--- config.mk ---
export PLATFORM = sky130hd
export DESIGN_NAME = sync_shift_port
export DESIGN_NICKNAME = d
export VERILOG_FILES = /design/src/rtl/ssp_pkg.sv /design/src/rtl/ssp_cts_sync.sv /design/src/rtl/ssp_half_timer.sv /design/src/rtl/ssp_shift_engine.sv /design/src/rtl/sync_shift_port.sv
export SDC_FILE = /design/constraint.sdc
export NUM_CORES = 1
export LEC_CHECK = 0
export ABC_AREA = 0
export ABC_CLOCK_PERIOD_IN_PS = 4600
export BUFFER_PORTS_ARGS = -buffer_cell sky130_fd_sc_hd__buf_2
export CAP_MARGIN = 20
export CELL_PAD_IN_SITES_DETAIL_PLACEMENT = 0
export CELL_PAD_IN_SITES_GLOBAL_PLACEMENT = 1
export CORE_MARGIN = 4
export CORE_UTILIZATION = 45
export DETAILED_ROUTE_END_ITERATION = 6
export PLACE_DENSITY_LB_ADDON = 0.1
export SLEW_MARGIN = 40
export SYNTH_ARGS = -nofsm -noshare
export SYNTH_HDL_FRONTEND = slang
export SYNTH_SLANG_ARGS = --single-unit
--- constraint.sdc ---
create_clock -name clk -period 4.6 [get_ports clk]
set_input_delay 0.23 -clock clk [delete_from_list [all_inputs] [get_ports clk]]
set_output_delay 0.23 -clock clk [all_outputs]
set_load 0.02 [all_outputs]
--- src/rtl/ssp_pkg.sv ---
package ssp_pkg;
   localparam int MODE_W = 3;

   typedef enum logic [1:0] {
      A_CTRL = 2'd0,
      A_DATA = 2'd1,
      A_STAT = 2'd2,
      A_DIV  = 2'd3
   } ssp_addr_e;

   // control register bit positions
   localparam int CB_CTS  = 3;
   localparam int CB_RXEN = 4;
   localparam int CB_BRK  = 5;

   // status register bit positions
   localparam int SB_FREE   = 0;
   localparam int SB_EMPTY  = 1;
   localparam int SB_RXDONE = 2;
endpackage

--- src/rtl/ssp_cts_sync.sv ---
module ssp_cts_sync #(
   parameter bit NEG_HANDOFF = 1'b1
) (
   input  logic clk,
   input  logic rst_n,
   input  logic async_in,
   output logic sync_out
);
   logic stage1;

   always_ff @(posedge clk or negedge rst_n) begin
      if (!rst_n) stage1 <= 1'b0;
      else        stage1 <= async_in;
   end

   generate
      if (NEG_HANDOFF) begin : g_neg
         // second stage on the falling edge: half-cycle handoff
         always_ff @(negedge clk or negedge rst_n) begin
            if (!rst_n) sync_out <= 1'b0;
            else        sync_out <= stage1;
         end
      end else begin : g_pos
         always_ff @(posedge clk or negedge rst_n) begin
            if (!rst_n) sync_out <= 1'b0;
            else        sync_out <= stage1;
         end
      end
   endgenerate
endmodule

--- src/rtl/ssp_half_timer.sv ---
module ssp_half_timer #(
   parameter int DIV_W = 8
) (
   input  logic             clk,
   input  logic             rst_n,
   input  logic             load,
   input  logic             run,
   input  logic [DIV_W-1:0] div,
   output logic             tick
);
   logic [DIV_W-1:0] cnt;

   assign tick = run && (cnt == '0);

   always_ff @(posedge clk or negedge rst_n) begin
      if (!rst_n)          cnt <= '0;
      else if (load)       cnt <= div;
      else if (run) begin
         if (cnt == '0)    cnt <= div;
         else              cnt <= cnt - 1'b1;
      end
   end
endmodule

--- src/rtl/ssp_shift_engine.sv ---
module ssp_shift_engine #(
   parameter int FRAME_W = 8,
   parameter int DIV_W   = 8
) (
   input  logic               clk,
   input  logic               rst_n,
   input  logic               start_tx,
   input  logic               start_rx,
   input  logic [FRAME_W-1:0] tx_word,
   input  logic [DIV_W-1:0]   div,
   input  logic               sdi,
   output logic               busy,
   output logic               is_tx,
   output logic               sclk,
   output logic               sdo,
   output logic [FRAME_W-1:0] word,
   output logic               done
);
   localparam int CNT_W = (FRAME_W > 2) ? $clog2(FRAME_W) : 1;
   localparam logic [CNT_W-1:0] LAST = CNT_W'(FRAME_W - 1);

   logic             tick, phase_hi, start;
   logic [CNT_W-1:0] bitcnt;
   logic [FRAME_W-1:0] sh;

   assign start = start_tx | start_rx;
   assign done  = tick && phase_hi && (bitcnt == LAST);
   assign sdo   = sh[0];
   assign word  = sh;

   ssp_half_timer #(.DIV_W(DIV_W)) u_timer (
      .clk(clk), .rst_n(rst_n), .load(start), .run(busy), .div(div), .tick(tick)
   );

   always_ff @(posedge clk or negedge rst_n) begin
      if (!rst_n) begin
         busy     <= 1'b0;
         is_tx    <= 1'b0;
         sclk     <= 1'b1;
         phase_hi <= 1'b0;
         bitcnt   <= '0;
         sh       <= '0;
      end else if (!busy) begin
         if (start) begin
            busy     <= 1'b1;
            is_tx    <= start_tx;
            sclk     <= 1'b0;
            phase_hi <= 1'b0;
            bitcnt   <= '0;
            sh       <= start_tx ? tx_word : '0;
         end
      end else if (tick) begin
         if (!phase_hi) begin
            sclk     <= 1'b1;
            phase_hi <= 1'b1;
            if (!is_tx) sh <= {sdi, sh[FRAME_W-1:1]};
         end else if (bitcnt == LAST) begin
            busy <= 1'b0;
         end else begin
            sclk     <= 1'b0;
            phase_hi <= 1'b0;
            bitcnt   <= bitcnt + 1'b1;
            if (is_tx) sh <= {1'b0, sh[FRAME_W-1:1]};
         end
      end
   end

   p_idle_high_r2: assert property (@(posedge clk) disable iff (!rst_n)
      !busy |-> sclk);
   p_sdo_stable_r2: assert property (@(posedge clk) disable iff (!rst_n)
      (busy && is_tx && $rose(sclk)) |-> $stable(sdo));
endmodule

--- src/rtl/sync_shift_port.sv ---
module sync_shift_port #(
   parameter int         HOST_W      = 8,
   parameter int         FRAME_W     = 8,
   parameter int         DIV_W       = 8,
   parameter logic [2:0] SHIFT_MODE  = 3'b000,
   parameter int         DIV_RESET   = 3,
   parameter bit         CTS_NEG_HANDOFF = 1'b1
) (
   input  logic              clk,
   input  logic              rst_n,
   input  logic              wr_en,
   input  logic [1:0]        addr,
   input  logic [HOST_W-1:0] wdata,
   output logic [HOST_W-1:0] rdata,
   input  logic              cts_i,
   output logic              sclk_o,
   output logic              sdata_o,
   output logic              sdata_oe,
   input  logic              sdata_i
);
   import ssp_pkg::*;

   if (FRAME_W < 2 || FRAME_W > HOST_W) begin : g_bad_frame
      $error("FRAME_W must lie between 2 and HOST_W");
   end
   if (HOST_W < 6) begin : g_bad_host
      $error("HOST_W must hold the control fields");
   end
   if (DIV_W < 1 || DIV_W > HOST_W) begin : g_bad_div
      $error("DIV_W must lie between 1 and HOST_W");
   end
   if (DIV_RESET < 0 || DIV_RESET >= (1 << DIV_W)) begin : g_bad_divrst
      $error("DIV_RESET does not fit DIV_W");
   end

   logic [MODE_W-1:0]  mode;
   logic               cts_en, rx_en, brk;
   logic [FRAME_W-1:0] tx_buf, rx_buf, eng_word;
   logic [DIV_W-1:0]   div;
   logic               tx_pend, all_empty, rx_done;
   logic               cts_s, busy, is_tx, sclk, sdo, done;
   logic               wr_ctrl, wr_data, wr_stat, wr_div;
   logic               mode_ok, go_tx, go_rx, rx_fin, tx_fin;

   assign wr_ctrl = wr_en && (addr == A_CTRL);
   assign wr_data = wr_en && (addr == A_DATA);
   assign wr_stat = wr_en && (addr == A_STAT);
   assign wr_div  = wr_en && (addr == A_DIV);

   assign mode_ok = (mode == SHIFT_MODE);
   assign go_tx   = tx_pend && !busy && mode_ok && (!cts_en || cts_s);
   assign go_rx   = !go_tx && rx_en && !rx_done && !busy && mode_ok;
   assign rx_fin  = done && !is_tx;
   assign tx_fin  = done && is_tx;

   ssp_cts_sync #(.NEG_HANDOFF(CTS_NEG_HANDOFF)) u_cts (
      .clk(clk), .rst_n(rst_n), .async_in(cts_i), .sync_out(cts_s)
   );

   ssp_shift_engine #(.FRAME_W(FRAME_W), .DIV_W(DIV_W)) u_eng (
      .clk(clk), .rst_n(rst_n), .start_tx(go_tx), .start_rx(go_rx),
      .tx_word(tx_buf), .div(div), .sdi(sdata_i), .busy(busy), .is_tx(is_tx),
      .sclk(sclk), .sdo(sdo), .word(eng_word), .done(done)
   );

   always_ff @(posedge clk or negedge rst_n) begin
      if (!rst_n) begin
         mode   <= '0;
         cts_en <= 1'b0;
         brk    <= 1'b0;
         div    <= DIV_W'(DIV_RESET);
         tx_buf <= '0;
      end else begin
         if (wr_ctrl) begin
            mode   <= wdata[MODE_W-1:0];
            cts_en <= wdata[CB_CTS];
            brk    <= wdata[CB_BRK];
         end
         if (wr_div)  div    <= wdata[DIV_W-1:0];
         if (wr_data) tx_buf <= wdata[FRAME_W-1:0];
      end
   end

   always_ff @(posedge clk or negedge rst_n) begin
      if (!rst_n) begin
         tx_pend   <= 1'b0;
         all_empty <= 1'b1;
      end else begin
         if (wr_data)    tx_pend <= 1'b1;
         else if (go_tx) tx_pend <= 1'b0;
         if (wr_data)                 all_empty <= 1'b0;
         else if (tx_fin && !tx_pend) all_empty <= 1'b1;
      end
   end

   always_ff @(posedge clk or negedge rst_n) begin
      if (!rst_n) begin
         rx_en   <= 1'b0;
         rx_done <= 1'b0;
         rx_buf  <= '0;
      end else begin
         if (rx_fin)       rx_en <= 1'b0;
         else if (wr_ctrl) rx_en <= wdata[CB_RXEN] && !rx_done;
         if (rx_fin)                           rx_done <= 1'b1;
         else if (wr_stat && wdata[SB_RXDONE]) rx_done <= 1'b0;
         if (rx_fin) rx_buf <= eng_word;
      end
   end

   always_comb begin
      rdata = '0;
      case (ssp_addr_e'(addr))
         A_CTRL: rdata = HOST_W'({brk, rx_en, cts_en, mode});
         A_DATA: rdata = HOST_W'(rx_buf);
         A_STAT: rdata = HOST_W'({rx_done, all_empty, !tx_pend});
         A_DIV:  rdata = HOST_W'(div);
         default: rdata = '0;
      endcase
   end

   assign sclk_o   = sclk;
   assign sdata_o  = brk ? 1'b0 : ((busy && is_tx) ? sdo : 1'b1);
   assign sdata_oe = brk | (busy && is_tx);

   p_cts_gate_r4: assert property (@(posedge clk) disable iff (!rst_n)
      ($rose(busy) && is_tx && $past(cts_en)) |-> $past(cts_s));
   p_free_on_load_r3: assert property (@(posedge clk) disable iff (!rst_n)
      ($rose(busy) && is_tx && !$past(wr_data)) |-> !tx_pend);
   p_empty_idle_r3: assert property (@(posedge clk) disable iff (!rst_n)
      all_empty |-> !(busy && is_tx));
   p_rx_blocked_r7: assert property (@(posedge clk) disable iff (!rst_n)
      ($rose(busy) && !is_tx) |-> $past(!rx_done));
   p_rx_end_r6: assert property (@(posedge clk) disable iff (!rst_n)
      ($fell(busy) && !is_tx) |-> (rx_done && !rx_en));
   p_done_wins_r11: assert property (@(posedge clk) disable iff (!rst_n)
      ($fell(busy) && !is_tx && $past(wr_stat && wdata[SB_RXDONE])) |-> rx_done);
   p_brk_line_r9: assert property (@(posedge clk) disable iff (!rst_n)
      brk |-> (sdata_oe && !sdata_o));
   p_mode_gate_r10: assert property (@(posedge clk) disable iff (!rst_n)
      $rose(busy) |-> $past(mode_ok));
endmodule

* After elaboration in Yosys (flattened, before gate mapping)
Index checks and enable logic that the tools add are counted.
** Storage, ports and cells
- Bits in registers :: 58
** Operators by class
- $add $sub $neg :: 2
- Eq/ne operators :: 10
- Multiplexer cells :: 41
- Bitwise gates (word level) :: 3
- Reduce and logical (&&, ||, !) cells :: 40
** Operators with widths (count)
- 8-bit 2-to-1 mux :: 11
- 8-bit one-hot mux with 4 select lines :: 1
- 1-bit 2-to-1 mux :: 24
- 1-bit logical AND :: 20
- 3-bit 2-to-1 mux :: 5
- 2-bit nonzero test :: 5
- 3-bit inequality test (second input constant) :: 3
- 8-bit zero test :: 1
- 8-bit by 1-bit subtractor with 8-bit output (second input constant) :: 1
- 1-bit zero test :: 6
- 2-bit inequality test (second input constant) :: 3
- 5-bit AND reduction :: 1
- 2-bit equality test (second input constant) :: 2
- 2-bit AND reduction :: 2
- 4-bit AND reduction :: 1
- 3-bit by 1-bit adder with 3-bit output (second input constant) :: 1
- 3-bit equality test (second input constant) :: 1
- 3-bit zero test :: 1
- 3-bit AND reduction :: 1
- 2-bit by 1-bit equality test with 1-bit output (second input constant) :: 1
- 2-bit zero test :: 1
- 1-bit OR :: 2
- 1-bit logical OR :: 1
- 1-bit NOT :: 1

* Longest topological paths before layout
Gate-level depths: netlist (run 1).
- Depth after elaboration :: 12
- Gate-level depth with buffers :: 8
- Mapped depth without buffers :: 7

* Cells and area by module
A second synthesis (run 1) with hierarchy kept.
** Unflattened totals
- Cells, all modules :: 238
- Area, all modules :: 2997.9 um^2
** By module, submodules not included
- sync_shift_port :: times used 1, cells an instance 107, area each 1536.5 um^2, sequential area each 829.5 um^2
- ssp_shift_engine :: times used 1, cells an instance 69, area each 797.0 um^2, sequential area each 376.6 um^2
- ssp_half_timer :: times used 1, cells an instance 60, area each 614.3 um^2, sequential area each 200.2 um^2
- ssp_cts_sync :: times used 1, cells an instance 2, area each 50.0 um^2, sequential area each 50.0 um^2

==> results.txt, run 1 <==
Outcome -> finished, final reports clean
Final setup viols -> 0
Row cnt -> 28
CP peak stage delay -> 380 ps
Pin count of the biggest net entering global routing -> 58
NetSw -> 540 µW
Top_reg_cell synth -> dfrtp_1
Die W -> 87.2 µm
PD cells -> 516 nW/µm²
Initial antenna violation count -> 0
Actual slew at the worst max-slew pin -> 644 ps
Hold_buf cts -> 0
Vias in the first global route -> 2007
Critical path endpoint category -> flop
Post-CTS Setup Bufs -> 0
Via count -> 1980
CP Buf/Inv Count -> 0
CTS tree -> done
Hold Fails Final Rpt -> 0
CP Class -> flop to flop
Initial Utilization -> 47.1%
Final Total Pwr -> 1.69 mW
H-tree levels -> 3
Mean Syn Cell Area -> 12.2 µm²
CP Max Fanout -> 8
Multiplexer fraction of the synthesized cell area -> 19.4%
Switch share -> 31.9%
Async SR Flop Fraction -> 100%
Post-synth EDFFs -> 0
Startpoint type of the worst setup path -> flop
# IOs -> 26
Synth Area in Compound Gates -> 13.2%
Net Count, Synth -> 250
CTS Sinks -> 58
Drt via density -> 5.77
Antenna Violating Nets Remaining -> 0
Post-synthesis register bit count -> 58
DR iter-0 viols -> 100
DRC -> 0
Dpl cells -> 325
Syn Inst Count -> 231
Adder-cell share of the synthesized area -> 1.77%
Nets -> 282
Worst hold path type -> input pin to flop
Post-CTS sizing -> 0
Number of CTS-inserted buffers -> 9
Rel. slew slack -> 56.9%
Sequential Power Share -> 44.6%
Max-slew violations -> 0
Routed length per instance -> 18.7 µm
RSZ-0062 raised after global routing -> false
Final instance area -> 3280 µm²
Largest family of logic cells by synthesized area -> multiplexers
Worst path cell trace -> nor2b_1, o21ai_0, nand2_1, nand2_2, mux2_2
Global-route wire length before repair -> 10.9 mm
Remaining Overflow, GRT -> 0
Latest clock arrival within the worst-skew pair -> 320 ps
Finished Layout Cells -> 343
Setup TNS -> 0 ps
Synthesized area -> 2820 µm²
Core Area -> 5990 µm²
Clock skew -> 11.9 ps
Max-Cap Viols -> 0
Pre-Repair DR Iteration Count -> 4
Post-synthesis simple-gate area fraction -> 11.8%
# diodes -> 0
Power share of the clock group -> 31.0%
Layout cells sized above 1 -> 35.4%
Hold Slack -> 15.1 ps
GRT Overall Usage -> 18.8%
Seq/Total Area, Yosys -> 51.6%
Final HPWL DP -> 4.48 mm
Crit path max-delay family -> simple AND/OR/NAND/NOR gates
Yosys warns -> 0
Drt total wl -> 6.41 mm
Internal power -> 1.15 mW
Root buffer selected by CTS -> clkbuf_8
Placer Congestion -> 0.749
Clock transition at path regs -> 70 ps
Lkg Pwr -> 1.47 nW
DP Area -> 3030 µm²
CP arrival -> 4090 ps
Die H -> 87.2 µm
Combinational Power Share -> 24.4%
Worst vdd ir -> 0.350 mV
Die area -> 7600 µm²
Area delta synth->final -> 16.3%
Buffers on Ports -> 25
Critical Path RT -> 4800 ps
CP max-delay cell -> dfrtn_1
Longest Clk Path Bufs -> 2
Post-synthesis xor/xnor area fraction -> 0%
Synth cell types -> 48
final cells by class:
cell class / count / area, µm²
Clock buffer: 11 / 141
Tap cell: 75 / 93.8
Fill cell: 517 / 2710
Sequential cell: 58 / 1460
Multi-Input combinational cell: 156 / 1300
Clock inverter: 5 / 77.6
Timing Repair Buffer: 31 / 185
Inverter: 7 / 26.3
worst paths after layout:
path / start / endpoint / slack (ps) / depth (start not counted)
hold / removal: cts_i / u_cts.stage1$_DFF_PN0_ / 20 / 1
max in group asynchronous: rst_n / u_cts.sync_out$_DFF_NN0_ / 2030 / 2
min in group asynchronous: rst_n / u_eng.bitcnt[1]$_DFFE_PN0P_ / 460 / 3
setup / recovery: u_cts.sync_out$_DFF_NN0_ / u_eng.word[2]$_DFFE_PN0P_ / 710 / 5
hold reg to reg: rx_buf[0]$_DFFE_PN0P_ / rx_buf[0]$_DFFE_PN0P_ / 500 / 1
setup reg to reg: u_cts.sync_out$_DFF_NN0_ / u_eng.word[2]$_DFFE_PN0P_ / 710 / 5
kinds of logic after synthesis:
logic type               Yosys count
AO/OA/AOI/OAI                     52
adder cells (fa/ha/maj)            4
buffers and inverters             17
flip-flops                        58
multiplexers                      46
AND/OR/NAND/NOR                   54
flip-flops by register name, indices dropped and copies added, names as in the netlist, 3 cells and up:
name,flops
mode,3
u_eng.u_timer.cnt,8
u_eng.bitcnt,3
div,8
rx_buf,8
u_eng.word,8
tx_buf,8
layout by cell type (no fill, tap or decap), types with 5 or more instances in the layout:
cell type,synthesis,layout
clkbuf_8,0,10
nand2_1,10,10
o21ai_0,14,14
nand3_1,7,7
mux2_2,37,37
a21oi_1,5,5
a22o_1,11,11
inv_1,7,7
buf_2,1,25
nor2_1,9,9
dfrtp_1,53,53
power groups by stage:
stage / clock (mW) / combinational, mW / sequential (mW)
5_1_grt: 0.560 / 0.460 / 0.773
4_1_cts: 0.533 / 0.412 / 0.754
6_report: 0.524 / 0.412 / 0.755
3_5_place_dp: 0 / 0.410 / 0.762
3_3_place_gp: 0 / 0.403 / 0.764
2_1_floorplan: 0 / 0.326 / 0.714
cell usage after synthesis (2+ instances only):
library cell	n	area (µm²)
o21a_1	3	22.5
o311ai_0	2	17.5
nand3_1	7	35.0
nor3_1	3	15.0
a32o_1	2	20.0
nand2_1	10	37.5
a21oi_1	5	25.0
nand3b_1	2	15.0
clkbuf_1	9	33.8
a21o_1	2	15.0
o21ai_0	14	70.1
nor3b_1	3	22.5
mux4_2	3	67.6
mux2i_1	4	40.0
mux2_1	2	22.5
or3_1	2	12.5
a31oi_1	2	12.5
mux2_2	37	417
dfstp_2	4	105
a22o_1	11	96.3
inv_1	7	26.3
ha_1	4	50.1
nor2_1	9	33.8
o32ai_1	3	26.3
dfrtp_1	53	1330
nand2b_1	4	25.0
nor2b_1	3	18.8
per-layer routing:
metal / wire length [µm] / up-vias / track usage [%]
met4: 51 / 0 / 5.44
li1: - / 928 / -
met2: 2960 / 36 / 28.1
met3: 203 / 5 / 3.22
met5: 0 / - / 0
met1: 3200 / 1011 / 28.2
through the flow:
step | setup slack [ps] | utilization (%)
final | 712 | 54.8
after global placement | 741 | 50.6
after floorplan | 895 | -
after detailed placement | 708 | 50.6
after CTS | 706 | 54.3
after global routing | 512 | 54.8
Power figures use the tool's default switching activity.
==> run 2: changes to the inputs <==
- ABC_CLOCK_PERIOD_IN_PS: 4600 -> 3600
- clock period: 4.6 -> 3.6 ns (I/O delays scaled with it)
==> run 2 against run 1 <==
- first-iteration DRC count is 38% lower
- sequential power is 27% higher
- final area is 0.65% lower
- critical endpoint unchanged
- largest power group unchanged
==> results.txt, run 2 (synthesis results as in run 1) <==
H-tree levels -> 3 (unchanged)
Worst vdd ir -> 0.329 mV (-6.0%)
Die H -> 87.2 µm (unchanged)
Pre-Repair DR Iteration Count -> 6 (+2)
Core Area -> 5990 µm² (unchanged)
# IOs -> 26 (unchanged)
CP max-delay cell -> dfrtn_1
Outcome -> finished, final reports clean
Critical path endpoint category -> flop
CP arrival -> 3620 ps (-470 ps)
Setup TNS -> 0 ps (unchanged)
Via count -> 1953 (-1.4%)
Rel. slew slack -> 59.3% (+2.4 points)
Pin count of the biggest net entering global routing -> 58 (unchanged)
Final HPWL DP -> 4.45 mm (-0.81%)
Latest clock arrival within the worst-skew pair -> 340 ps (+20 ps)
Combinational Power Share -> 26.2% (+1.8 points)
Number of CTS-inserted buffers -> 9 (unchanged)
Lkg Pwr -> 1.47 nW (-0.50%)
Buffers on Ports -> 25 (unchanged)
Longest Clk Path Bufs -> 2 (unchanged)
Commonest non-fill, non-tap cell in the layout -> dfrtp_1
Fill cell count -> 549 (+6.2%)
CP Max Fanout -> 8 (unchanged)
NetSw -> 677 µW (+25%)
Antenna Violating Nets Remaining -> 0 (unchanged)
CP Buf/Inv Count -> 0 (unchanged)
Routed length per instance -> 18.3 µm (-2.2%)
Worst hold path type -> input pin to flop
Clock skew -> 14.9 ps (+3.00 ps)
PD cells -> 617 nW/µm² (+20%)
Vias in the first global route -> 1943 (-3.2%)
Dpl cells -> 326 (+0.31%)
CP Class -> flop to flop
Max-slew violations -> 0 (unchanged)
Critical Path RT -> 3820 ps (-980 ps)
Placer Congestion -> 0.761 (+1.6%)
Area delta synth->final -> 15.5%
Initial antenna violation count -> 0 (unchanged)
CP peak stage delay -> 380 ps (about the same)
Post-CTS sizing -> 0 (unchanged)
Final setup viols -> 0 (unchanged)
Die area -> 7600 µm² (unchanged)
Actual slew at the worst max-slew pin -> 608 ps (-36.4 ps)
Clock transition at path regs -> 60 ps (about the same)
Hold Fails Final Rpt -> 0 (unchanged)
Worst path cell trace -> nor2b_1, o21ai_0, nand2_1, nand2_2, mux2_2
RSZ-0062 raised after global routing -> false
Internal power -> 1.33 mW (+16%)
DRC -> 0 (unchanged)
Finished Layout Cells -> 345 (+0.58%)
# diodes -> 0 (unchanged)
CTS Sinks -> 58 (unchanged)
Drt via density -> 5.66 (-1.9%)
Switch share -> 33.7% (+1.8 points)
Root buffer selected by CTS -> clkbuf_8
Register area -> 1460 µm² (unchanged)
Max-Cap Viols -> 0 (unchanged)
Initial Utilization -> 47.1% (unchanged)
Die W -> 87.2 µm (unchanged)
Crit path max-delay family -> simple AND/OR/NAND/NOR gates
DR iter-0 viols -> 62 (-38%)
Commonest non-fill, non-tap cells in the layout -> dfrtp_1, mux2_2, buf_2
CTS tree -> done
Drt total wl -> 6.31 mm (-1.6%)
Power share of the clock group -> 26.0% (-5.0 points)
Startpoint type of the worst setup path -> flop
Row cnt -> 28 (unchanged)
Layout cells sized above 1 -> 35.6% (+0.11 points)
Remaining Overflow, GRT -> 0 (unchanged)
GRT Overall Usage -> 18.8% (about the same)
Nets -> 284 (+0.71%)
Multi-input logic area -> 1300 µm² (unchanged)
Global-route wire length before repair -> 10.6 mm (-2.2%)
Sequential Power Share -> 47.8% (+3.2 points)
## run 2: cell types whose count changed in the layout (fill, tap and decap cells not counted), sizes merged
| cell | previous run | this run |
|---|---|---|
| dlygate4sd3 | 1 | 2 |
| bufinv | 2 | 0 |
| buf | 30 | 31 |
| clkinv | 2 | 4 |
## run 2: worst register-to-register path: stages, from the launching register on
cell and delay [ps]:
dfrtn_1 380, nor2b_1 40, o21ai_0 210, nand2_1 230
nand2_2 270, mux2_2 360
## run 2: power groups by stage
stage | combinational, mW | clock [mW] | sequential (mW)
after floorplan | 0.417 | 0 | 0.913
after global placement | 0.519 | 0 | 0.974
after detailed placement | 0.527 | 0 | 0.972
after CTS | 0.529 | 0.537 | 0.960
after global routing | 0.585 | 0.571 | 0.984
final | 0.526 | 0.522 | 0.961
## run 2: path summary, 6_finish.rpt
path | startpoint | end | slack (ps) | cells after the start
min | wdata[7] | tx_buf[7]$_DFFE_PN0P_ | 90 | 2
min reg2reg | u_eng.sclk$_DFFE_PN1P_ | u_eng.sclk$_DFFE_PN1P_ | 490 | 2
max | u_cts.sync_out$_DFF_NN0_ | u_eng.word[2]$_DFFE_PN0P_ | 200 | 5
min in group asynchronous | rst_n | u_eng.bitcnt[2]$_DFFE_PN0P_ | 360 | 3
max in group asynchronous | rst_n | u_cts.sync_out$_DFF_NN0_ | 1600 | 2
max reg2reg | u_cts.sync_out$_DFF_NN0_ | u_eng.word[2]$_DFFE_PN0P_ | 200 | 5
## run 2: per-layer routing
| layer | share of wire, % | vias up | wire (µm) | GRT usage, % |
|---|---|---|---|---|
| li1 | - | 932 | - | - |
| met1 | 48 | 973 | 3040 | 26.6 |
| met2 | 45 | 37 | 2870 | 28.1 |
| met3 | 4.6 | 11 | 292 | 4.64 |
| met4 | 1.8 | 0 | 115 | 7.11 |
| met5 | 0 | - | 0 | 0 |
## run 2: metrics by stage
stage | setup slack, ps | power [mW] | cell area [µm²] | utilization [%] | hold WS, ps
floorplan | 395 | 1.33 | 2820 | - | -116
global placement | 246 | 1.49 | 3040 | 50.7 | 290
detailed placement | 190 | 1.50 | 3040 | 50.7 | 289
CTS | 197 | 2.03 | 3220 | 53.8 | 77.1
global route | 86.1 | 2.14 | 3260 | 54.4 | 81.4
finish | 200 | 2.01 | 3260 | 54.4 | 92.6
## run 2: layout make-up
| cell class | count | area share, % |
|---|---|---|
| clock buffer | 11 | 4.34 |
| clock inverter | 5 | 0.960 |
| inverter | 7 | 0.806 |
| multi-input combinational | 156 | 39.9 |
| sequential | 58 | 44.7 |
| tap | 75 | 2.88 |
| timing repair buffer | 33 | 6.45 |
## run 2: timing repair
action | in CTS | in global routing
endpoints found under the setup margin | 0 | 0
endpoints found under the hold margin | 1 | 9
hold buffers | 1 | 1
setup buffers | 0 | 0
